==> config.mk <==
export PLATFORM = sky130hd
export DESIGN_NAME = mem_cycle_timer
export DESIGN_NICKNAME = d
export VERILOG_FILES = /design/src/rtl/mct_pkg.sv /design/src/rtl/mct_datapath.sv /design/src/rtl/mct_ctrl.sv /design/src/rtl/mem_cycle_timer.sv
export SDC_FILE = /design/constraint.sdc
export NUM_CORES = 1
export LEC_CHECK = 0
export BUFFER_PORTS_ARGS = -buffer_cell sky130_fd_sc_hd__clkbuf_2
export CORE_MARGIN = 3
export CORE_UTILIZATION = 53
export DETAILED_ROUTE_END_ITERATION = 7
export GPL_ROUTABILITY_DRIVEN = 0
export PLACE_DENSITY = 0.76
export SETUP_SLACK_MARGIN = 0.1
export SLEW_MARGIN = 15
export SYNTH_ARGS = -nofsm -noshare
export SYNTH_HDL_FRONTEND = slang
export SYNTH_SLANG_ARGS = --single-unit
==> constraint.sdc <==
create_clock -name clk -period 1.8 [get_ports clk]
set_input_delay 0.54 -clock clk [delete_from_list [all_inputs] [get_ports clk]]
set_output_delay 0.54 -clock clk [all_outputs]
set_load 0.01 [all_outputs]
==> src/rtl/mct_pkg.sv <==
package mct_pkg;

  typedef enum logic [1:0] {
    PH_FREE   = 2'd0,
    PH_ACTIVE = 2'd1,
    PH_IDLE   = 2'd2
  } phase_t;

  typedef struct packed {
    logic takeNew;
    logic takePend;
    logic cntClr;
    logic cntInc;
    logic endActive;
  } ctrlStrb_t;

endpackage

==> src/rtl/mct_datapath.sv <==
module mct_datapath
  import mct_pkg::*;
#(
  parameter int BASE_TICKS = 5,
  parameter int EXTRA_W    = 2,
  parameter int IDLE_SLOW  = 4,
  parameter int IDLE_FAST  = 2
) (
  input  logic               clk,
  input  logic               rstN,
  input  ctrlStrb_t          strb,
  input  logic               reqValid,
  input  logic               reqWrite,
  input  logic [EXTRA_W-1:0] extraTicks,
  input  logic               fastIdle,
  output logic               activeLast,
  output logic               idleLast,
  output logic               pendValid,
  output logic               curWrite,
  output logic               doneQ
);

  localparam int MAX_ACTIVE = BASE_TICKS + (1 << EXTRA_W) - 1;
  localparam int MAX_LEN    = (MAX_ACTIVE > IDLE_SLOW) ? MAX_ACTIVE : IDLE_SLOW;
  localparam int CNT_W      = $clog2(MAX_LEN + 1);

  logic [CNT_W-1:0]   tickCnt;
  logic [EXTRA_W-1:0] curExtra;
  logic               curFast;
  logic               pendWrite;
  logic [EXTRA_W-1:0] startExtra;
  logic               startFast;
  logic               startWrite;
  logic [CNT_W-1:0]   activeLen;
  logic [CNT_W-1:0]   idleLen;

  // Configuration and direction for a starting cycle
  always_comb begin
    startExtra = extraTicks;
    startFast  = fastIdle;
    startWrite = strb.takePend ? pendWrite : reqWrite;
  end

  always_ff @(posedge clk) begin
    if (!rstN) begin
      curExtra <= '0;
      curFast  <= 1'b0;
      curWrite <= 1'b0;
    end else if (strb.takeNew || strb.takePend) begin
      curExtra <= startExtra;
      curFast  <= startFast;
      curWrite <= startWrite;
    end
  end

  // Single-entry request queue
  always_ff @(posedge clk) begin
    if (!rstN) begin
      pendValid <= 1'b0;
      pendWrite <= 1'b0;
    end else if (strb.takePend) begin
      pendValid <= reqValid;
      if (reqValid) pendWrite <= reqWrite;
    end else if (reqValid && !strb.takeNew && !pendValid) begin
      pendValid <= 1'b1;
      pendWrite <= reqWrite;
    end
  end

  // Tick counter shared by both phases
  always_ff @(posedge clk) begin
    if (!rstN) begin
      tickCnt <= '0;
    end else if (strb.cntClr) begin
      tickCnt <= '0;
    end else if (strb.cntInc) begin
      tickCnt <= tickCnt + 1'b1;
    end
  end

  always_comb begin
    activeLen  = CNT_W'(BASE_TICKS) + CNT_W'(curExtra);
    idleLen    = curFast ? CNT_W'(IDLE_FAST) : CNT_W'(IDLE_SLOW);
    activeLast = (tickCnt == activeLen - 1'b1);
    idleLast   = (tickCnt == idleLen - 1'b1);
  end

  always_ff @(posedge clk) begin
    if (!rstN) doneQ <= 1'b0;
    else       doneQ <= strb.endActive;
  end

endmodule

==> src/rtl/mct_ctrl.sv <==
module mct_ctrl
  import mct_pkg::*;
(
  input  logic      clk,
  input  logic      rstN,
  input  logic      reqValid,
  input  logic      busReady,
  input  logic      activeLast,
  input  logic      idleLast,
  input  logic      pendValid,
  input  logic      curWrite,
  output ctrlStrb_t strb,
  output logic      readStrobe,
  output logic      writeStrobe,
  output logic      busy
);

  phase_t phase;
  phase_t phaseNext;

  always_comb begin
    phaseNext = phase;
    strb      = '0;
    case (phase)
      PH_FREE: begin
        if (pendValid) begin
          strb.takePend = 1'b1;
          strb.cntClr   = 1'b1;
          phaseNext     = PH_ACTIVE;
        end else if (reqValid) begin
          strb.takeNew = 1'b1;
          strb.cntClr  = 1'b1;
          phaseNext    = PH_ACTIVE;
        end
      end
      PH_ACTIVE: begin
        if (activeLast) begin
          if (busReady) begin
            strb.endActive = 1'b1;
            strb.cntClr    = 1'b1;
            phaseNext      = PH_IDLE;
          end
        end else begin
          strb.cntInc = 1'b1;
        end
      end
      PH_IDLE: begin
        if (idleLast) begin
          strb.cntClr = 1'b1;
          if (pendValid) begin
            strb.takePend = 1'b1;
            phaseNext     = PH_ACTIVE;
          end else if (reqValid) begin
            strb.takeNew = 1'b1;
            phaseNext    = PH_ACTIVE;
          end else begin
            phaseNext = PH_FREE;
          end
        end else begin
          strb.cntInc = 1'b1;
        end
      end
      default: phaseNext = PH_FREE;
    endcase
  end

  always_ff @(posedge clk) begin
    if (!rstN) phase <= PH_FREE;
    else       phase <= phaseNext;
  end

  always_comb begin
    readStrobe  = (phase == PH_ACTIVE) && !curWrite;
    writeStrobe = (phase == PH_ACTIVE) &&  curWrite;
    busy        = (phase != PH_FREE);
  end

endmodule

==> src/rtl/mem_cycle_timer.sv <==
module mem_cycle_timer
  import mct_pkg::*;
#(
  parameter int BASE_TICKS = 5,
  parameter int EXTRA_W    = 2,
  parameter int IDLE_SLOW  = 4,
  parameter int IDLE_FAST  = 2
) (
  input  logic               clk,
  input  logic               rstN,
  input  logic               reqValid,
  input  logic               reqWrite,
  input  logic [EXTRA_W-1:0] extraTicks,
  input  logic               fastIdle,
  input  logic               busReady,
  output logic               readStrobe,
  output logic               writeStrobe,
  output logic               cycleDone,
  output logic               busy
);

  ctrlStrb_t strb;
  logic      activeLast;
  logic      idleLast;
  logic      pendValid;
  logic      curWrite;

  mct_ctrl uCtrl (
    .clk        (clk),
    .rstN       (rstN),
    .reqValid   (reqValid),
    .busReady   (busReady),
    .activeLast (activeLast),
    .idleLast   (idleLast),
    .pendValid  (pendValid),
    .curWrite   (curWrite),
    .strb       (strb),
    .readStrobe (readStrobe),
    .writeStrobe(writeStrobe),
    .busy       (busy)
  );

  mct_datapath #(
    .BASE_TICKS(BASE_TICKS),
    .EXTRA_W   (EXTRA_W),
    .IDLE_SLOW (IDLE_SLOW),
    .IDLE_FAST (IDLE_FAST)
  ) uDp (
    .clk       (clk),
    .rstN      (rstN),
    .strb      (strb),
    .reqValid  (reqValid),
    .reqWrite  (reqWrite),
    .extraTicks(extraTicks),
    .fastIdle  (fastIdle),
    .activeLast(activeLast),
    .idleLast  (idleLast),
    .pendValid (pendValid),
    .curWrite  (curWrite),
    .doneQ     (cycleDone)
  );

endmodule

# Word level (Yosys, flattened, before mapping)
# Index checks and enable logic that the tools add are counted.
# classes
n_addsub	4
n_eq_ne	9
mux	27
n_bitwise	1
n_reduce_logical	15
# ops
op	count
$mux 1	16
$mux 2	5
$eq 4x4->1	2
$ne 2x2->1 const B	4
$sub 4x1->4 const B	2
$mux 3	2
$pmux 2 s3	1
$add 3x2->4 const A	1
$add 4x1->4 const B	1
$logic_and 1x1->1	4
$pmux 2 s2	1
$reduce_and 2->1	2
$reduce_and 4->1	1
$reduce_bool 2->1	2
$logic_not 1->1	3
$ne 3x2->1 const B	1
$pmux 1 s3	1
$eq 2x1->1 const B	1
$eq 2x2->1 const B	1
$logic_not 2->1	1
$pmux 1 s2	1
$reduce_or 2->1	1
$logic_or 1x1->1	1
$not 1->1	1
# word_totals
ff_bits	13
output_inout_bits	4

# Longest topological paths before layout
# logic_depth
word_depth	10
mapped_depth	7

# Modules after synthesis
# From an unflattened synthesis, not the netlist that was laid out.
# hier_totals
hier_cells	87
area_unflattened_um2	798.3
# modules_own_cells
module	n_inst	cells_each	area_per_inst_um2
mct_datapath	1	52	483.0
mct_ctrl	1	35	315.3

# Worst setup path before layout
# No wires, ideal clock.
# synth_timing
path_kind	register to register
from	register uCtrl.phase[0]
to	register uDp.pendWrite
setup_ns	0.116
arrival_ns	1.426
setup_slack_ns	0.258
stages_incl_launch_ff	7
path_buffers	0
period_less_slack_ns	1.542
path_cell_list	dfxtp_1 > inv_1 > ha_1 > a41oi_2 > xor2_1 > a21oi_1 > a41o_1
# synth_between
elab_chain_len	7
# synth_rtl
item	line_no	text
start, declared	mct_ctrl.sv:18	phase_t phase;
start signal, assigned	mct_ctrl.sv:69	else phase <= phaseNext;
$eq 2x2->1 / $logic_not 2->1 (equally long branches)	mct_ctrl.sv:24	case (phase)
$pmux 2 s2 (*)	mct_ctrl.sv:24	
$logic_not 1->1	mct_datapath.sv:64	end else if (reqValid && !strb.takeNew && !pendValid) begin
$logic_and 1x1->1 (2 in series)	mct_datapath.sv:64	
$reduce_bool 2->1 (no line)	--	
$reduce_and 2->1 (no line)	--	
end signal, assigned	mct_datapath.sv:63	if (reqValid) pendWrite <= reqWrite;
end signal, assigned	mct_datapath.sv:66	pendWrite <= reqWrite;
end, declared	mct_datapath.sv:30	logic pendWrite;
# Mark *: on every way between the ends. The rest lies on a longest branch, timed or not.
# A chain may end at the register's enable or synchronous reset.

# Worst setup path in the final report
# layout_timing
from	register uCtrl.phase[1]
to	output port writeStrobe
# layout_between
elab_chain_len	2
# layout_rtl
item	line_no	text
$eq 2x1->1	mct_ctrl.sv:74	writeStrobe = (phase == PH_ACTIVE) && curWrite;
$logic_and 1x1->1	mct_ctrl.sv:74	
end, declared	mem_cycle_timer.sv:17	output logic writeStrobe,
# No other way between the ends.

==> summary.md <==
| Metric | Value |
|---|---|
| Startpoint class of the critical path | `flop` |
| Port Buffers | `11` |
| Hold WS | `~0.47 ns` |
| Max-cap violations | `0` |
| Layout area overhead | `21.6%` |
| Pre-Repair DR Iteration Count | `4` |
| Crit path from | `uCtrl.phase[1]` |
| Initial Util | `between 60 and 70%` |
| Yosys Warn Count | `0` |
| Comb power frac | `51.6%` |
| IO Count | `12` |
| Final instance area | `a little under 900 sq um` |
| Worst-margin pin slew | `around 0.45 ns` |
| Core Area | `about 1200 sq um` |
| Seq pwr share | `between 30% and 40%` |
| Clock Skew | `0.00632 ns` |
| Initial antenna violation count | `0` |
| Clock Power Share | `14.9%` |
| Worst Hold End | `uDp.curExtra[1]` |
| Antenna cell count | `0` |
| Initial drt markers | `12` |
| Fraction of layout cells with a size suffix above 1 | `31.3%` |
| R2R depth | `5` |
| Mapped Avg Cell Area | `~9 sq um` |
| DP Area | `823 sq um` |
| Synthesized Nets | `95` |
| Crit path cell chain | `inv_6 > ha_4 > and2_1 > buf_2` |
| Setup violators final | `0` |
| Hpwl dp | `around 1200 um` |
| Crit path largest cell delay | `0.39 ns` |
| R2R setup slack | `0.20 ns` |
| Crit Path Class | `flop to output port` |
| Crit Path Max Fanout | `4` |
| CP required | `~1.3 ns` |
| Unique masters post-synth | `29` |
| Post-Syn Area | `between 700 and 800 sq um` |
| Via count | `between 600 and 700` |
| TritonCTS clock tree | `built` |
| Cells after synthesis | `81` |
| DRC violations left | `0` |
| Die area | `1870 sq um` |
| Wire per inst | `around 14 um` |
| Clk_lat worst skew | `0.28 ns` |
| Die Y | `around 43 um` |
| Clock slew at reported path FFs | `about 0.080 ns` |
| Setup crit end kind | `output port` |
| Post-route ant nets | `0` |
| P_sw | `just over 0.5 mW` |
| Rows | `12` |
| DRT Wirelength | `1560 um` |
| Largest net degree at the start of global routing | `9` |
| Int Power | `0.735 mW` |
| Clock sink count | `13` |
| Tmin final | `1.67 ns` |
| Worst hold path type | `primary input to flop` |
| Final Cycle Share | `93.0%` |
| Max_slew headroom | `69.9%` |
| Slowest CP cell | `dfxtp_4` |
| CTS buffer count | `3` |
| Final hold vios | `0` |
| Reg2reg start | `uDp.tickCnt[1]` |
| Leakage | `about 0.38 nW` |
| Setup_tns | `0 ns` |
| GR Overflow Total | `0` |
| Power Dens Cells | `~1400 nW/um^2` |
| Net Sw Frac | `between 40 and 50%` |
| First-pass GRT wire length | `approximately 2500 um` |
| Routed vias/inst | `roughly 5.5` |
| Sequential share of the synthesized area | `a little over a third` |
| Clock tree buffer depth | `2` |
| Nets | `114` |
| Die Width | `43.3 um` |
| Data arrival time of the worst path | `between 1 and 1.5 ns` |
| Htree depth | `1` |
| Outcome | `complete, no violations` |
| Unrepaired setup endpoints after global routing | `yes` |
| Final Max Tran Viols | `0` |
| Worst R2R End | `uCtrl.phase[0]` |
| Hold Path Cell Cnt | `3` |
| Number of global-route vias before repair | `around 580` |
| Hold_buf cts | `0` |
| Flops & latches, synth | `13` |
| Overall routing resource usage | `between 10% and 20%` |
| F_max | `about 0.60 GHz` |
| Worst vdd ir | `just over 0.8 mV` |
| Min-delay src | `extraTicks[1]` |
| Clock root buffer | `clkbuf_4` |
[cells by family after synthesis]
group / Yosys count / share of synthesized area [%]
simple gates: 23 / 14.3
buf+inv: 6 / 3.06
flops: 13 / 35.4
fa+ha+maj: 6 / 10.2
compound gates: 23 / 23.6
mux: 3 / 4.08
xor+xnor: 7 / 9.35
[stage by stage]
step	std cells	power, mW	setup slack, ns	utilization, %
2_1_floorplan	81	0.799	0.258	-
3_3_place_gp	108	0.938	0.239	68.5
3_5_place_dp	108	0.962	0.165	68.5
4_1_cts	112	1.18	0.0908	72.4
5_1_grt	113	1.34	0.0657	74.5
6_report	113	1.24	0.126	74.5
[layout by cell type (no fill, tap or decap), types with 2 or more instances in the layout]
master,netlist,routed
a21oi_1,6,6
buf_2,0,2
buf_4,0,3
clkbuf_2,0,9
clkbuf_4,0,3
dfxtp_1,13,11
dfxtp_4,0,2
ha_1,6,4
ha_4,0,2
inv_1,6,3
inv_2,0,2
mux2i_1,3,3
nand2_1,5,5
nand3_1,2,2
nor2_1,10,10
o211ai_1,2,2
o21ai_0,5,5
xnor2_1,2,2
xor2_1,4,4
[per-layer routing]
metal / GRT usage, % / vias up / share of wire (%)
li1: - / 325 / -
met1: 22.9 / 275 / 49
met2: 26.5 / 16 / 44
met3: 2.97 / 6 / 3.6
met4: 10.8 / 0 / 3.0
met5: 0 / - / 0
[Yosys cell counts, drive strengths merged]
cell	instances	area, sq um
o21ai	6	30.0
or2	1	6.26
nand4	1	6.26
o221a	1	11.3
xnor2	2	17.5
a41o	1	10.0
xor2	5	51.3
a22oi	1	12.5
nor2	11	43.8
and2	1	6.26
and3	1	7.51
nand3	2	10.0
a221oi	1	15.0
o211ai	2	15.0
a21oi	6	30.0
ha	6	75.1
dfxtp	13	260
nor2b	1	6.26
o31ai	1	7.51
inv	6	22.5
a41oi	1	16.3
mux2i	3	30.0
nand2	5	18.8
a211oi	1	7.51
a31oi	2	18.8
[cell type report]
type / instances / area, sq um
multi-input combinational: 62 / 478
sequential: 13 / 268
fill: 96 / 307
clock buffer: 4 / 26.3
inverter: 6 / 27.5
tap: 14 / 17.5
timing repair buffer: 14 / 77.6
[timing repair]
action / CTS / global route
setup buffers: 0 / 1
endpoints found under the setup margin: 3 / 3
resized for setup: 8 / 7
[registers in the layout (all words and copies together) (netlist names)]
register / cells
uDp.tickCnt: 4
uDp.curWrite: 1
uDp.pendWrite: 1
uDp.pendValid: 1
uDp.doneQ: 1
uDp.curExtra: 2
uCtrl.phase: 2
uDp.curFast: 1
[how the worst max path moves through the flow]
stage | slack, ns | to
2_1_floorplan | 0.26 | uDp.pendWrite
3_3_place_gp | 0.24 | uCtrl.phase[0]
3_5_place_dp | 0.16 | uDp.tickCnt[0]
4_1_cts | 0.09 | busy
5_1_grt | 0.07 | uCtrl.phase[0]
6_report | 0.13 | writeStrobe
[power by group through the flow]
stage / Sequential (mW) / Clock, mW / Combinational [mW]
floorplan: 0.398 / 0 / 0.402
global placement: 0.401 / 0 / 0.537
detailed placement: 0.404 / 0 / 0.558
CTS: 0.413 / 0.187 / 0.583
global route: 0.426 / 0.202 / 0.715
finish: 0.417 / 0.185 / 0.642
[critical path, delay by kind of cell, from the launching register on]
kind,cells,cell delay (ns)
AND/OR/NAND/NOR,1,0.14
flip-flops,1,0.39
adder cells (fa/ha/maj),1,0.15
buffers and inverters,2,0.18
Power figures use the tool's default switching activity.
